## src/rtl/adc_emu_pkg.sv

```systemverilog
package adc_emu_pkg;

  typedef enum logic [2:0] {
    ST_IDLE  = 3'd0,
    ST_CONV  = 3'd1,
    ST_SLEEP = 3'd2,
    ST_XFER  = 3'd3,
    ST_TAIL  = 3'd4
  } emu_state_e;

  typedef struct packed {
    logic sgl;
    logic odd;
  } mux_word_t;

  localparam mux_word_t MUX_RESET = '{sgl: 1'b1, odd: 1'b0};

endpackage

```

## src/rtl/adc_emu_sync.sv

```systemverilog
module adc_emu_sync #(
  parameter int WIDTH  = 3,
  parameter int STAGES = 2
) (
  input  logic             clk_i,
  input  logic             rst_ni,
  input  logic [WIDTH-1:0] async_i,
  output logic [WIDTH-1:0] lvl_o,
  output logic [WIDTH-1:0] rise_o,
  output logic [WIDTH-1:0] fall_o
);

  logic [STAGES-1:0][WIDTH-1:0] chain_q;
  logic [WIDTH-1:0]             prev_q;

  always_ff @(posedge clk_i or negedge rst_ni) begin
    if (!rst_ni) begin
      chain_q <= '0;
      prev_q  <= '0;
    end else begin
      chain_q[0] <= async_i;
      for (int i = 1; i < STAGES; i++) begin
        chain_q[i] <= chain_q[i-1];
      end
      prev_q <= chain_q[STAGES-1];
    end
  end

  assign lvl_o  = chain_q[STAGES-1];
  assign rise_o = chain_q[STAGES-1] & ~prev_q;
  assign fall_o = ~chain_q[STAGES-1] & prev_q;

endmodule

```

## src/rtl/adc_emu_shift.sv

```systemverilog
module adc_emu_shift #(
  parameter int DATA_W = 12
) (
  input  logic              clk_i,
  input  logic              rst_ni,
  input  logic              load_i,
  input  logic [DATA_W-1:0] data_i,
  input  logic              step_i,
  output logic              bit_o,
  output logic              last_o
);

  localparam int CW = $clog2(DATA_W + 1);
  localparam logic [CW-1:0] FULL = CW'(DATA_W);
  localparam logic [CW-1:0] LASTB = CW'(DATA_W - 1);

  logic [DATA_W-1:0] sh_q, sh_d;
  logic [CW-1:0]     cnt_q, cnt_d;
  logic              sh_en;

  always_comb begin
    sh_d  = sh_q;
    cnt_d = cnt_q;
    sh_en = load_i | step_i;
    if (load_i) begin
      sh_d  = data_i;
      cnt_d = '0;
    end else if (step_i) begin
      sh_d = {sh_q[DATA_W-2:0], 1'b0};
      if (cnt_q != FULL) begin
        cnt_d = cnt_q + CW'(1);
      end
    end
  end

  always_ff @(posedge clk_i or negedge rst_ni) begin
    if (!rst_ni) begin
      sh_q  <= '0;
      cnt_q <= '0;
    end else if (sh_en) begin
      sh_q  <= sh_d;
      cnt_q <= cnt_d;
    end
  end

  assign bit_o  = sh_q[DATA_W-1];
  assign last_o = (cnt_q == LASTB);

  // once every bit has left, only zeros remain in the register
  p_drained_zero_r5 : assert property (@(posedge clk_i) disable iff (!rst_ni)
    (cnt_q == FULL) |-> (sh_q == '0));

  // bit counter never passes the word length
  p_count_bound_r4 : assert property (@(posedge clk_i) disable iff (!rst_ni)
    cnt_q <= FULL);

  // the word moves only on a load or a shift-clock step
  p_hold_without_step_r4 : assert property (@(posedge clk_i) disable iff (!rst_ni)
    (!load_i && !step_i) |=> $stable(sh_q));

endmodule

```

## src/rtl/adc_emu_cfg.sv

```systemverilog
module adc_emu_cfg
  import adc_emu_pkg::*;
(
  input  logic clk_i,
  input  logic rst_ni,
  input  logic frame_start_i,
  input  logic sck_rise_i,
  input  logic sdi_i,
  input  logic apply_i,
  output logic pos_ch_o,
  output logic neg_ch_o,
  output logic neg_gnd_o
);

  logic [1:0] rcnt_q, rcnt_d;
  logic       first_q, first_d;
  mux_word_t  pend_q, pend_d;
  mux_word_t  act_q, act_d;

  always_comb begin
    rcnt_d  = rcnt_q;
    first_d = first_q;
    pend_d  = pend_q;
    act_d   = act_q;
    if (frame_start_i) begin
      rcnt_d = 2'd0;
    end else if (sck_rise_i && (rcnt_q != 2'd2)) begin
      rcnt_d = rcnt_q + 2'd1;
      if (rcnt_q == 2'd0) begin
        first_d = sdi_i;
      end else begin
        pend_d = '{sgl: first_q, odd: sdi_i};
      end
    end
    if (apply_i) begin
      act_d = pend_q;
    end
  end

  always_ff @(posedge clk_i or negedge rst_ni) begin
    if (!rst_ni) begin
      rcnt_q  <= 2'd2;
      first_q <= 1'b0;
      pend_q  <= MUX_RESET;
      act_q   <= MUX_RESET;
    end else begin
      rcnt_q  <= rcnt_d;
      first_q <= first_d;
      pend_q  <= pend_d;
      act_q   <= act_d;
    end
  end

  always_comb begin
    pos_ch_o  = act_q.odd;
    neg_gnd_o = act_q.sgl;
    neg_ch_o  = act_q.sgl ? 1'b0 : ~act_q.odd;
  end

  // after two captured bits the stored word ignores further SDI
  p_late_sdi_ignored_r6 : assert property (@(posedge clk_i) disable iff (!rst_ni)
    ((rcnt_q == 2'd2) && !frame_start_i) |=> $stable(pend_q));

  // the applied pair moves only at a conversion start
  p_pair_hold_r8 : assert property (@(posedge clk_i) disable iff (!rst_ni)
    !apply_i |=> $stable(act_q));

  // a differential pair never uses the same channel twice
  p_pair_distinct_r7 : assert property (@(posedge clk_i) disable iff (!rst_ni)
    !neg_gnd_o |-> (pos_ch_o != neg_ch_o));

endmodule

```

## src/rtl/adc_port_emu.sv

```systemverilog
module adc_port_emu
  import adc_emu_pkg::*;
#(
  parameter int DATA_W      = 12,
  parameter int CONV_CYCLES = 40,
  parameter int SYNC_STAGES = 2
) (
  input  logic              clk_i,
  input  logic              rst_ni,
  input  logic              conv_i,
  input  logic              sck_i,
  input  logic              sdi_i,
  input  logic [DATA_W-1:0] sample_i,
  output logic              sdo_o,
  output logic              sdo_oe_o,
  output logic              pos_ch_o,
  output logic              neg_ch_o,
  output logic              neg_gnd_o,
  output logic [2:0]        state_o
);

  localparam int CNT_W = (CONV_CYCLES > 1) ? $clog2(CONV_CYCLES) : 1;
  localparam logic [CNT_W-1:0] CONV_LAST = CNT_W'(CONV_CYCLES - 1);
  localparam int PIN_CONV = 0;
  localparam int PIN_SCK  = 1;
  localparam int PIN_SDI  = 2;

  // reset: asserted at once, released on the clock
  logic [1:0] rst_sync_q;
  logic       rst_n;

  always_ff @(posedge clk_i or negedge rst_ni) begin
    if (!rst_ni) begin
      rst_sync_q <= 2'b00;
    end else begin
      rst_sync_q <= {rst_sync_q[0], 1'b1};
    end
  end
  assign rst_n = rst_sync_q[1];

  // pin synchronizers and edge finders
  logic [2:0] pin_lvl, pin_rise, pin_fall;

  adc_emu_sync #(
    .WIDTH  (3),
    .STAGES (SYNC_STAGES)
  ) u_sync (
    .clk_i   (clk_i),
    .rst_ni  (rst_n),
    .async_i ({sdi_i, sck_i, conv_i}),
    .lvl_o   (pin_lvl),
    .rise_o  (pin_rise),
    .fall_o  (pin_fall)
  );

  logic conv_lvl, conv_rise, conv_fall, sck_rise, sck_fall, sdi_lvl;
  logic unused_sdi_edges;
  assign conv_lvl  = pin_lvl[PIN_CONV];
  assign conv_rise = pin_rise[PIN_CONV];
  assign conv_fall = pin_fall[PIN_CONV];
  assign sck_rise  = pin_rise[PIN_SCK];
  assign sck_fall  = pin_fall[PIN_SCK];
  assign sdi_lvl   = pin_lvl[PIN_SDI];
  assign unused_sdi_edges = pin_rise[PIN_SDI] ^ pin_fall[PIN_SDI];

  // state, conversion timer and result
  emu_state_e        state_q, state_d;
  logic [CNT_W-1:0]  conv_cnt_q, conv_cnt_d;
  logic [DATA_W-1:0] res_q, res_d;
  logic              start, conv_end, load, step, cfg_rise, in_frame;
  logic              shift_bit, shift_last;
  logic [DATA_W-1:0] load_data;

  always_comb begin
    in_frame  = (state_q == ST_XFER) || (state_q == ST_TAIL);
    start     = conv_rise && (state_q != ST_CONV);
    conv_end  = (state_q == ST_CONV) && (conv_cnt_q == CONV_LAST);
    load      = (conv_end && !conv_lvl) ||
                ((state_q == ST_SLEEP) && conv_fall && !start);
    load_data = conv_end ? sample_i : res_q;
    step      = sck_fall && (state_q == ST_XFER) && !start;
    cfg_rise  = sck_rise && in_frame;
  end

  always_comb begin
    state_d = state_q;
    unique case (state_q)
      ST_IDLE: begin
        if (start) state_d = ST_CONV;
      end
      ST_CONV: begin
        if (conv_end) state_d = conv_lvl ? ST_SLEEP : ST_XFER;
      end
      ST_SLEEP: begin
        if (start)          state_d = ST_CONV;
        else if (conv_fall) state_d = ST_XFER;
      end
      ST_XFER: begin
        if (start)                      state_d = ST_CONV;
        else if (step && shift_last)    state_d = ST_TAIL;
      end
      ST_TAIL: begin
        if (start) state_d = ST_CONV;
      end
      default: state_d = ST_IDLE;
    endcase
  end

  always_comb begin
    conv_cnt_d = conv_cnt_q;
    if (start) begin
      conv_cnt_d = '0;
    end else if ((state_q == ST_CONV) && !conv_end) begin
      conv_cnt_d = conv_cnt_q + CNT_W'(1);
    end
    res_d = conv_end ? sample_i : res_q;
  end

  always_ff @(posedge clk_i or negedge rst_n) begin
    if (!rst_n) begin
      state_q    <= ST_IDLE;
      conv_cnt_q <= '0;
      res_q      <= '0;
    end else begin
      state_q    <= state_d;
      conv_cnt_q <= conv_cnt_d;
      if (conv_end) begin
        res_q <= res_d;
      end
    end
  end

  adc_emu_shift #(
    .DATA_W (DATA_W)
  ) u_shift (
    .clk_i  (clk_i),
    .rst_ni (rst_n),
    .load_i (load),
    .data_i (load_data),
    .step_i (step),
    .bit_o  (shift_bit),
    .last_o (shift_last)
  );

  adc_emu_cfg u_cfg (
    .clk_i         (clk_i),
    .rst_ni        (rst_n),
    .frame_start_i (load),
    .sck_rise_i    (cfg_rise),
    .sdi_i         (sdi_lvl),
    .apply_i       (start),
    .pos_ch_o      (pos_ch_o),
    .neg_ch_o      (neg_ch_o),
    .neg_gnd_o     (neg_gnd_o)
  );

  assign state_o  = state_q;
  assign sdo_oe_o = in_frame;
  assign sdo_o    = (state_q == ST_XFER) && shift_bit;

  // strobe high for two synchronized cycles means the driver is off
  p_hiz_conv_high_r2 : assert property (@(posedge clk_i) disable iff (!rst_n)
    (conv_lvl && $past(conv_lvl)) |-> !sdo_oe_o);

  // a conversion runs to its last count without leaving early
  p_conv_length_r1 : assert property (@(posedge clk_i) disable iff (!rst_n)
    ((state_q == ST_CONV) && (conv_cnt_q != CONV_LAST)) |=> (state_q == ST_CONV));

  // a conversion is only entered after a strobe rise
  p_conv_from_rise_r1 : assert property (@(posedge clk_i) disable iff (!rst_n)
    $rose(state_q == ST_CONV) |-> $past(conv_rise));

  // trailing phase drives zeros with the driver on
  p_tail_zero_r5 : assert property (@(posedge clk_i) disable iff (!rst_n)
    (state_q == ST_TAIL) |-> (sdo_oe_o && !sdo_o));

endmodule

```

## config.mk

```make
export PLATFORM = sky130hd
export DESIGN_NAME = adc_port_emu
export DESIGN_NICKNAME = d
export VERILOG_FILES = /design/src/rtl/adc_emu_pkg.sv /design/src/rtl/adc_emu_sync.sv /design/src/rtl/adc_emu_shift.sv /design/src/rtl/adc_emu_cfg.sv /design/src/rtl/adc_port_emu.sv
export SDC_FILE = /design/constraint.sdc
export NUM_CORES = 1
export LEC_CHECK = 0
export BUFFER_PORTS_ARGS = -buffer_cell sky130_fd_sc_hd__buf_2
export CORE_MARGIN = 2
export CORE_UTILIZATION = 45
export CTS_CLUSTER_DIAMETER = 120
export DETAILED_ROUTE_END_ITERATION = 7
export GPL_ROUTABILITY_DRIVEN = 0
export PLACE_DENSITY = 0.65
export SYNTH_ARGS = -nofsm -noshare
export SYNTH_HDL_FRONTEND = slang
export SYNTH_SLANG_ARGS = --single-unit
```

## constraint.sdc

```tcl
create_clock -name clk_i -period 2.76 [get_ports clk_i]
set_clock_uncertainty 0.05 [all_clocks]
set_input_delay 0.552 -clock clk_i [delete_from_list [all_inputs] [get_ports clk_i]]
set_output_delay 0.552 -clock clk_i [all_outputs]
set_load 0.005 [all_outputs]
```

# Word-level counts from Yosys, hierarchy flattened

Index checks and enable logic that the tools add are counted.

Register bits after elaboration: 54
Input bits: 17
Output and inout port bits: 8
Logic and storage cells: 87

Add/sub/neg operators: 3
Equality and inequality tests: 13
Multiplexer cells: 19
Bitwise operators: 8
Reductions and logical operators: 29

Operator list:

| cell                  | number |
|---|---|
| $mux W12              | 3 |
| $mux W3               | 6 |
| $logic_and A1 B1 Y1   | 12 |
| $mux W4               | 3 |
| $mux W6               | 2 |
| $pmux W3 S4           | 1 |
| $reduce_and A3 Y1     | 3 |
| $reduce_bool A2 Y1    | 4 |
| $add A6 B1 Y6 const B | 1 |
| $eq A3 B2 Y1 const B  | 2 |
| $eq A6 B6 Y1 const B  | 1 |
| $add A4 B1 Y4 const B | 1 |
| $and A2 B2 Y2         | 2 |
| $eq A4 B4 Y1 const B  | 1 |
| $mux W2               | 2 |
| $ne A2 B2 Y1 const B  | 2 |
| $ne A4 B4 Y1 const B  | 1 |
| $not A2 Y2            | 2 |
| $reduce_and A4 Y1     | 1 |
| $eq A3 B1 Y1 const B  | 1 |
| $eq A3 B3 Y1 const B  | 1 |
| $logic_not A1 Y1      | 3 |
| $logic_not A3 Y1      | 1 |
| $ne A3 B1 Y1 const B  | 1 |
| other kinds (11)      | 15 |

# Logic depth before layout (Yosys ltp)

Gate-level depths: netlist of run 1.

Depth after elaboration: 9
Mapped depth: 7
Depth with buffers taken out: 6

# Hierarchy

Synthesis of run 1 repeated with hierarchy kept, for this count alone.

Cells, all modules: 214
Area total of the unflattened synthesis: 2570.0 µm²

By module, submodules not included:

| module        | instances | cells an instance | area an instance (µm²) | sequential area each (µm²) |
|---|---|---|---|---|
| adc_port_emu  | 1         | 94                | 1113.6                 | 575.6 |
| adc_emu_shift | 1         | 78                | 818.3                  | 400.4 |
| adc_emu_cfg   | 1         | 24                | 337.8                  | 178.9 |
| adc_emu_sync  | 1         | 18                | 300.3                  | 225.2 |

# Worst setup path before layout of run 1

No wires, ideal clock.

Path kind: register to register
From: reg state_q[1] (netlist: state_o[1])
To: reg u_cfg.pend_q[0] (netlist name)
Library setup time: 0.128 ns
Data arrival time: 1.868 ns
Data required time: 2.582 ns
Setup slack: 0.714 ns
Cell stages (with the launch flop): 6
Buffers on the path: 1
Clock period less this slack: 2.046 ns
Cells stage by stage: dfrtp_1 -> buf_6 -> or3b_4 -> a2111o_1 -> nor2_2 -> mux2_1

Cells in the longest elaborated chain, start to end: 7
Elaborated cells between the ends (all ways): 17
Those cells by class: eq/ne: 5; bitwise: 1; reduce/logical: 11

Ends and longest elaborated chain:

| element                                | RTL line            | source |
|---|---|---|
| start, declared                        | adc_port_emu.sv:67  | `emu_state_e state_q, state_d;` |
| start signal, assigned                 | adc_port_emu.sv:125 | `state_q <= state_d;` |
| $ne A3 B1 Y1                           | adc_port_emu.sv:76  | `start = conv_rise && (state_q != ST_CONV);` |
| $logic_and A1 B1 Y1                    | adc_port_emu.sv:76  |  |
| $logic_not A1 Y1                       | adc_port_emu.sv:79  | `((state_q == ST_SLEEP) && conv_fall && !start);` |
| $logic_and A1 B1 Y1                    | adc_port_emu.sv:79  |  |
| $logic_or A1 B1 Y1                     | adc_port_emu.sv:78  | `load = (conv_end && !conv_lvl) \|\|` |
| $not A1 Y1 (no source line)            | --                  |  |
| $reduce_and A3 Y1 (no source line) (*) | --                  |  |
| end signal, assigned                   | adc_emu_cfg.sv:49   | `pend_q <= pend_d;` |
| end, declared                          | adc_emu_cfg.sv:17   | `mux_word_t pend_q, pend_d;` |

Mark *: on every way between the ends. The rest lies on a longest branch, timed or not.
A chain may end at the register's enable or synchronous reset.

# Worst setup path after layout of run 1

From: reg state_q[0] (netlist: state_o[0])
To: reg u_shift.sh_q[3]

Elaborated cells between the ends (all ways): 18
Those cells by class: eq/ne: 4; mux: 2; bitwise: 1; reduce/logical: 11

RTL lines:

| element              | RTL line            | source |
|---|---|---|
| $eq A3 B1 Y1         | adc_port_emu.sv:77  | `conv_end = (state_q == ST_CONV) && (conv_cnt_q == CONV_LAST);` |
| $logic_and A1 B1 Y1  | adc_port_emu.sv:77  |  |
| $mux W12             | --                  |  |
| net load_data[3]     | adc_port_emu.sv:72  | `logic [DATA_W-1:0] load_data;` |
| $mux W12             | adc_emu_shift.sv:25 | `if (load_i) begin` |
| end signal, assigned | adc_emu_shift.sv:38 | `sh_q <= '0;` |
| end signal, assigned | adc_emu_shift.sv:41 | `sh_q <= sh_d;` |
| end, declared        | adc_emu_shift.sv:17 | `logic [DATA_W-1:0] sh_q, sh_d;` |

The timed path passes the listed nets, and every way through them passes these cells.

==> Implementation_results.wiki, run 1 <==
{| class="wikitable"
! Metric !! Value
|-
| Total half-perimeter wirelength after legalization and detailed placement || 3.21 mm
|-
| Count of warnings emitted by yosys || 0
|-
| Row cnt || 26
|-
| Max frequency || 0.420 GHz
|-
| Crit path capture type || register
|-
| Sw Share || 28.8%
|-
| Switching component of the power || 0.645 mW
|-
| Post-Synthesis Cell Area || 2470 um^2
|-
| Growth of design area from synthesis to finish || 12.8%
|-
| TritonCTS clock tree || done
|-
| I/O pin count || 25
|-
| Worst EP required || 2.90 ns
|-
| Shortest clock period the worst path allows after layout || 2.38 ns
|-
| Multi-input gate area in the final layout || 1040 um^2
|-
| Area of the die || 6100 um^2
|-
| CP Data Arrival Time || 2.52 ns
|-
| Power per standard cell area || 803 nW/um^2
|-
| Number of synthesized flops with an enable pin || 0
|-
| Most used flip-flop cell after synthesis || sky130_fd_sc_hd__dfrtp_1
|-
| Worst slew slack as a fraction of its limit || 56.6%
|-
| Final count of negative-setup-slack endpoints || 0
|-
| Fill count || 453
|-
| Most frequent cells in the layout || 50 x sky130_fd_sc_hd__dfrtp_1, 24 x sky130_fd_sc_hd__buf_2, 13 x sky130_fd_sc_hd__mux2_2
|-
| Sequential Power Share || 51.2%
|-
| Syn nets || 221
|-
| Number of unique standard cell types used by synthesis || 49
|-
| Number of violations of the max-capacitance limit || 0
|-
| FF+latch area || 1360 um^2
|-
| Number of buffers on the longest clock path || 2
|-
| Routed wire per std cell || 15.9 um
|-
| Synthesis-stage register bit count || 54
|-
| Result of the run || finished clean
|-
| Vias in the first global route || 1657
|-
| Final hold violation count || 0
|-
| Critical path type || register to register
|-
| Number of antenna cells inserted || 0
|-
| FF-to-FF setup slack || 0.38 ns
|-
| Number of pins exceeding their max-slew limit in the final report || 0
|-
| Number of gates resized after CTS || 0
|-
| First element of the critical path || state_o[0]
|-
| RR Endpoint || u_shift.sh_q[3]
|-
| First-pass GRT wire length || 8.19 mm
|-
| Xor/xnor cell area share of the yosys netlist || 0.354%
|-
| PortBufs || 24
|-
| Relative contribution of the clock network to total power || 23.1%
|-
| Number of H-tree levels || 2
|-
| Clock input transition at the sequential cells of the worst setup and hold paths || 0.09 ns
|-
| Number of DRC violations after detailed routing || 0
|-
| Peak supply drop || 0.432 mV
|-
| Avg Vias per Cell || 5.48
|-
| Grt met3 use || 4.14%
|-
| Fraction of the mapped netlist area in compound gates || 16.7%
|-
| Combinational power share || 25.6%
|-
| Static Leak || 1.37 nW
|-
| Sum of negative setup slack || 0 ns
|-
| Final standard cell area without fillers || 2790 um^2
|-
| Internal power consumption || 1.59 mW
|-
| Height of the die || 78.1 um
|-
| Post-detailed-routing wire length || 4.71 mm
|-
| Clock root buffer || sky130_fd_sc_hd__clkbuf_8
|-
| Mux contribution to synthesized area || 10.7%
|-
| Adder-cell area share of the yosys netlist || 2.53%
|-
| Initial core utilization || 47.5%
|-
| Clock latency of the later-clocked register in the worst-skew pair || 0.31 ns
|-
| Most used routing layer || met2
|-
| Dominant combinational cell family by area after synthesis || compound AO/OA/AOI/OAI gates
|-
| Die outline width || 78.1 um
|-
| Antenna violations before repair || 0
|-
| Aggregate global-route resource usage || 17.2%
|-
| Clock sinks || 54
|-
| Most common library cell in the layout ignoring fill and taps || sky130_fd_sc_hd__dfrtp_1
|-
| Highest fanout seen on the critical path || 14
|-
| Period utilisation layout || 86.3%
|-
| Hold Crit Class || register to asynchronous set/reset pin
|-
| Simple logic cell fraction of the synthesized area || 11.5%
|-
| Cell area reported after detailed placement || 2670 um^2
|-
| Routed Antenna Nets || 0
|-
| Mapped Avg Cell Area || 12.4 um^2
|-
| Ratio of cells with drive above 1 in the final layout || 30.4%
|-
| Synth async-reset ratio || 100%
|-
| Fraction of the yosys area taken by sequential cells || 54.8%
|-
| Area of the core || 5200 um^2
|-
| Number of standard cells after synthesis || 199
|-
| Final layout net count || 248
|-
| Startpoint of the worst-slack reg-to-reg timing path || state_o[0]
|-
| Congestion Overflow GR || 0
|-
| Violation count after the first detailed-routing iteration || 61
|-
| Met2 track demand over resource || 26.9%
|-
| Crit path capture || u_shift.sh_q[3]
|-
| Clock buffers created by TritonCTS || 5
|-
| Startpoint types || register
|-
| Unrepaired setup endpoints after global routing || false
|-
| Routed vias || 1629
|-
| Iteration count of the initial detailed-routing pass || 4
|-
| Number of cells traversed by the worst register-to-register path || 4
|-
| Maximum number of pins on one net before global-route repair || 31
|-
| M1 GR Usage || 23.5%
|-
| Worst Tran Pin Value || 0.652 ns
|}
## how the worst min path moves through the flow
stage / startpoint / slack, ns / to / cells after the start
finish: rst_sync_q[1] / 0.25 / u_sync.chain_q[2] / 0
global route: conv_i / 0.28 / u_sync.chain_q[0] / 1
CTS: rst_sync_q[1] / 0.28 / u_sync.chain_q[2] / 0
detailed placement: rst_sync_q[1] / 0.27 / u_sync.chain_q[2] / 0
global placement: rst_sync_q[1] / 0.26 / u_sync.chain_q[2] / 0
floorplan: rst_ni / 0.21 / rst_sync_q[0] / 0
## cell usage after synthesis, types with 3 or more instances
| library cell | n | area share [%] |
|---|---|---|
| sky130_fd_sc_hd__o211a_1 | 10 | 4.0 |
| sky130_fd_sc_hd__inv_1 | 6 | 0.91 |
| sky130_fd_sc_hd__clkbuf_1 | 8 | 1.2 |
| sky130_fd_sc_hd__nand3_1 | 6 | 1.2 |
| sky130_fd_sc_hd__a21oi_1 | 8 | 1.6 |
| sky130_fd_sc_hd__mux2_4 | 5 | 3.0 |
| sky130_fd_sc_hd__a31oi_1 | 4 | 1.0 |
| sky130_fd_sc_hd__ha_1 | 5 | 2.5 |
| sky130_fd_sc_hd__mux2_2 | 13 | 5.9 |
| sky130_fd_sc_hd__nor2b_1 | 3 | 0.76 |
| sky130_fd_sc_hd__dfstp_2 | 3 | 3.2 |
| sky130_fd_sc_hd__dfrtp_1 | 51 | 52 |
| sky130_fd_sc_hd__mux2_1 | 3 | 1.4 |
| sky130_fd_sc_hd__o21ai_0 | 6 | 1.2 |
| sky130_fd_sc_hd__and2_1 | 3 | 0.76 |
| sky130_fd_sc_hd__a221o_1 | 9 | 3.6 |
| sky130_fd_sc_hd__nor2_1 | 9 | 1.4 |
| sky130_fd_sc_hd__nand2_1 | 6 | 0.91 |
| sky130_fd_sc_hd__and3_1 | 3 | 0.76 |
## timing repair
action,CTS,global route
buffers inserted,0,0
hold buffers,1,0
hold endpoints to repair,2,0
endpoints found under the setup margin,0,0
## power groups by stage
stage               Clock, mW  Combinational (mW)  Sequential [mW]
floorplan                   0               0.485             1.12
global placement            0               0.557             1.16
detailed placement          0               0.576             1.16
CTS                     0.538               0.580             1.15
global route            0.568               0.648             1.18
finish                  0.518               0.573             1.15
## worst max-delay path, stage by stage (launching register included)
cell and delay (ns):
sky130_fd_sc_hd__dfrtp_1 0.53, sky130_fd_sc_hd__nor3b_2 0.44, sky130_fd_sc_hd__nand3_2 0.47, sky130_fd_sc_hd__mux2_2 0.44
sky130_fd_sc_hd__a221o_1 0.32
## per-layer routing
metal,up-vias,routed length [um]
li1,788,-
met1,807,2310
met2,27,2170
met3,7,163
met4,0,74
met5,-,0
## logic make-up (layout without fill, tap and decap cells)
logic type | after synthesis | after routing
multiplexers | 22 | 22
other | 1 | 1
flip-flops | 54 | 54
adder cells (fa/ha/maj) | 5 | 5
AO/OA/AOI/OAI | 52 | 52
XOR/XNOR | 1 | 1
buffers and inverters | 17 | 45
AND/OR/NAND/NOR | 47 | 47
## sequential cells by signal, summed over array words and instances (netlist names)
register and count:
res_q 12, u_shift.sh_q 12, conv_cnt_q 6, u_shift.cnt_q 4
state_o 3, u_sync.chain_q 3, u_sync.lvl_o 3, rst_sync_q 2
u_cfg.pend_q 2, u_cfg.rcnt_q 2, u_sync.prev_q 2, u_cfg.first_q 1
u_cfg.neg_gnd_o 1, u_cfg.pos_ch_o 1
## layout make-up
cell class,count,share of cell area (%)
Timing Repair Buffer,31,6.28
Tap cell,70,3.14
Multi-Input combinational cell,128,37.2
Clock inverter,3,1.44
Sequential cell,54,48.7
Inverter,6,0.808
Clock buffer,5,2.47
## metrics by stage
| stage | hold WS, ns | util (%) | cells | power, mW | setup slack, ns |
|---|---|---|---|---|---|
| after floorplan | 0.206 | - | 199 | 1.60 | 0.714 |
| after global placement | 0.263 | 51.3 | 288 | 1.72 | 0.478 |
| after global routing | 0.277 | 53.6 | 297 | 2.40 | 0.223 |
| final | 0.252 | 53.6 | 297 | 2.24 | 0.379 |
| after CTS | 0.281 | 53.6 | 297 | 2.27 | 0.409 |
| after detailed placement | 0.272 | 51.3 | 288 | 1.74 | 0.400 |
Note: power is estimated with default switching activity, not from simulation.
==> run 2, diff against run 1 <==
CTS_CLUSTER_SIZE = 40   (was not set)
PLACE_DENSITY = 0.69   (was 0.65)
==> run 2 against run 1 <==
Against the previous run: final area is 0.76% lower; utilization down 0.41 points; hold slack got worse by 0.12 ns; clock-buffer cell count increased by 1; sequential share of layout area grew 0.37 points; total power is 0.15% lower; cell count shrank 1.0%; global-route usage shrank 1.7 points; wire length down 8.5%; maximum frequency increased by 2.4%; first-iteration DRC count increased by 130%.
==> Implementation_results.wiki, run 2 (synthesis gave the netlist of run 1 again) <==
{| class="wikitable"
! Metric !! Value
|-
| RR Endpoint || u_shift.sh_q[6]
|-
| Area of the core || 5200 um^2
|-
| Clock root buffer || sky130_fd_sc_hd__clkbuf_8
|-
| Growth of design area from synthesis to finish || 11.9%
|-
| Antenna violations before repair || 0
|-
| I/O pin count || 25
|-
| Vias in the first global route || 1568
|-
| Violation count after the first detailed-routing iteration || 140
|-
| Row cnt || 26
|-
| FF-to-FF setup slack || 0.44 ns
|-
| Initial core utilization || 47.5%
|-
| Final count of negative-setup-slack endpoints || 0
|-
| Cells traversed along the worst timing path || nor3b_2 -> nand3_2 -> mux2_4 -> a221o_1
|-
| Shortest clock period the worst path allows after layout || 2.32 ns
|-
| Routed wire per std cell || 14.7 um
|-
| Number of H-tree levels || 2
|-
| Static Leak || 1.35 nW
|-
| Area of the die || 6100 um^2
|-
| Clock latency of the later-clocked register in the worst-skew pair || 0.31 ns
|-
| Fill count || 476
|-
| PortBufs || 24
|-
| Maximum number of pins on one net before global-route repair || 36
|-
| Crit path capture type || register
|-
| Clock input transition at the sequential cells of the worst setup and hold paths || 0.09 ns
|-
| Number of gates resized after CTS || 0
|-
| Unrepaired setup endpoints after global routing || false
|-
| Startpoint of the worst-slack reg-to-reg timing path || state_o[0]
|-
| Slowest stage delay, CP || 0.53 ns
|-
| Largest registers || res_q x12, u_shift.sh_q x12, conv_cnt_q x6
|-
| Critical path type || register to register
|-
| Largest delay contributor family on the critical path || simple AND/OR/NAND/NOR gates
|-
| Clock buffers created by TritonCTS || 5
|-
| Levels on crit path || 4
|-
| Highest fanout seen on the critical path || 14
|-
| Avg Vias per Cell || 5.54
|-
| First-pass GRT wire length || 7.60 mm
|-
| Congestion Overflow GR || 0
|-
| Routed vias || 1630
|-
| Worst Tran Pin Value || 0.992 ns
|-
| Die outline width || 78.1 um
|-
| Most common library cell in the layout ignoring fill and taps || sky130_fd_sc_hd__dfrtp_1
|-
| Number of pins exceeding their max-slew limit in the final report || 0
|-
| Sum of negative setup slack || 0 ns
|-
| Number of DRC violations after detailed routing || 0
|-
| Peak supply drop || 0.432 mV
|-
| Period utilisation layout || 84.2%
|-
| Final layout net count || 245
|-
| Clock sinks || 54
|-
| Buffers & Inverters on Critical Path || 0
|-
| Total half-perimeter wirelength after legalization and detailed placement || 2.99 mm
|-
| Iteration count of the initial detailed-routing pass || 4
|-
| Worst slew slack as a fraction of its limit || 33.6%
|-
| Worst-path cell with the longest stage delay || sky130_fd_sc_hd__dfrtp_1
|-
| Post-detailed-routing wire length || 4.31 mm
|-
| Routed Antenna Nets || 0
|-
| Max frequency || 0.430 GHz
|-
| Most frequent cells in the layout || 50 x sky130_fd_sc_hd__dfrtp_1, 24 x sky130_fd_sc_hd__buf_2, 13 x sky130_fd_sc_hd__mux2_2
|-
| Number of cells traversed by the worst register-to-register path || 4
|-
| Final hold violation count || 0
|-
| Height of the die || 78.1 um
|-
| Utilization after layout || 53.1%
|-
| Result of the run || finished clean
|-
| Hold Crit Class || register to asynchronous set/reset pin
|-
| Startpoint types || register
|-
| TritonCTS clock tree || done
|-
| Aggregate global-route resource usage || 15.6%
|-
| Number of violations of the max-capacitance limit || 0
|-
| Number of antenna cells inserted || 0
|-
| Worst EP required || 2.90 ns
|-
| Power per standard cell area || 808 nW/um^2
|-
| Ratio of cells with drive above 1 in the final layout || 29.0%
|-
| CP Data Arrival Time || 2.47 ns
|-
| Number of buffers on the longest clock path || 2
|}
[run 2: through the flow]
stage          cell area (um^2)  setup WS [ns]  total power, mW  instances  hold WS (ns)
6_report                   2770          0.436             2.23        294         0.134
5_1_grt                    2770          0.220             2.39        294         0.173
4_1_cts                    2770          0.379             2.25        294         0.152
3_5_place_dp               2650          0.392             1.73        285         0.146
3_3_place_gp               2650          0.465             1.71        285         0.141
2_1_floorplan              2470          0.714             1.60        199         0.206
[run 2: metal layers]
layer,GRT usage (%),vias up,routed length (um)
li1,-,784,-
met1,22.3,813,2130
met2,23.7,29,1980
met3,3.22,4,149
met4,5.26,0,56
met5,0,-,0
[run 2: how the worst max path moves through the flow]
stage	start	endpoint	slack (ns)
after floorplan	state_o[1]	u_cfg.pend_q[0]	0.71
after global placement	state_o[0]	u_shift.sh_q[8]	0.46
after detailed placement	state_o[0]	u_shift.sh_q[2]	0.39
after CTS	state_o[0]	u_shift.sh_q[2]	0.38
after global routing	state_o[0]	u_shift.sh_q[6]	0.22
final	state_o[0]	u_shift.sh_q[6]	0.44
[run 2: cell type report]
cell class	count	area [um^2]	share of cell area, %
repair buffers	28	153	5.52
well taps	70	87.6	3.17
inverters	6	22.5	0.814
multi-input cells	128	1040	37.5
clock buffers	6	72.6	2.62
clock inverters	2	37.5	1.36
flip-flops and latches	54	1360	49.0
[run 2: repair_timing]
action,CTS,global route
endpoints found under the hold margin,2,0
hold buffers,1,0
setup buffers,0,0
[run 2: report_power, final]
part | switching [mW] | internal, mW
combinational | 0.257 | 0.314
clock | 0.252 | 0.271
sequential | 0.132 | 1.01
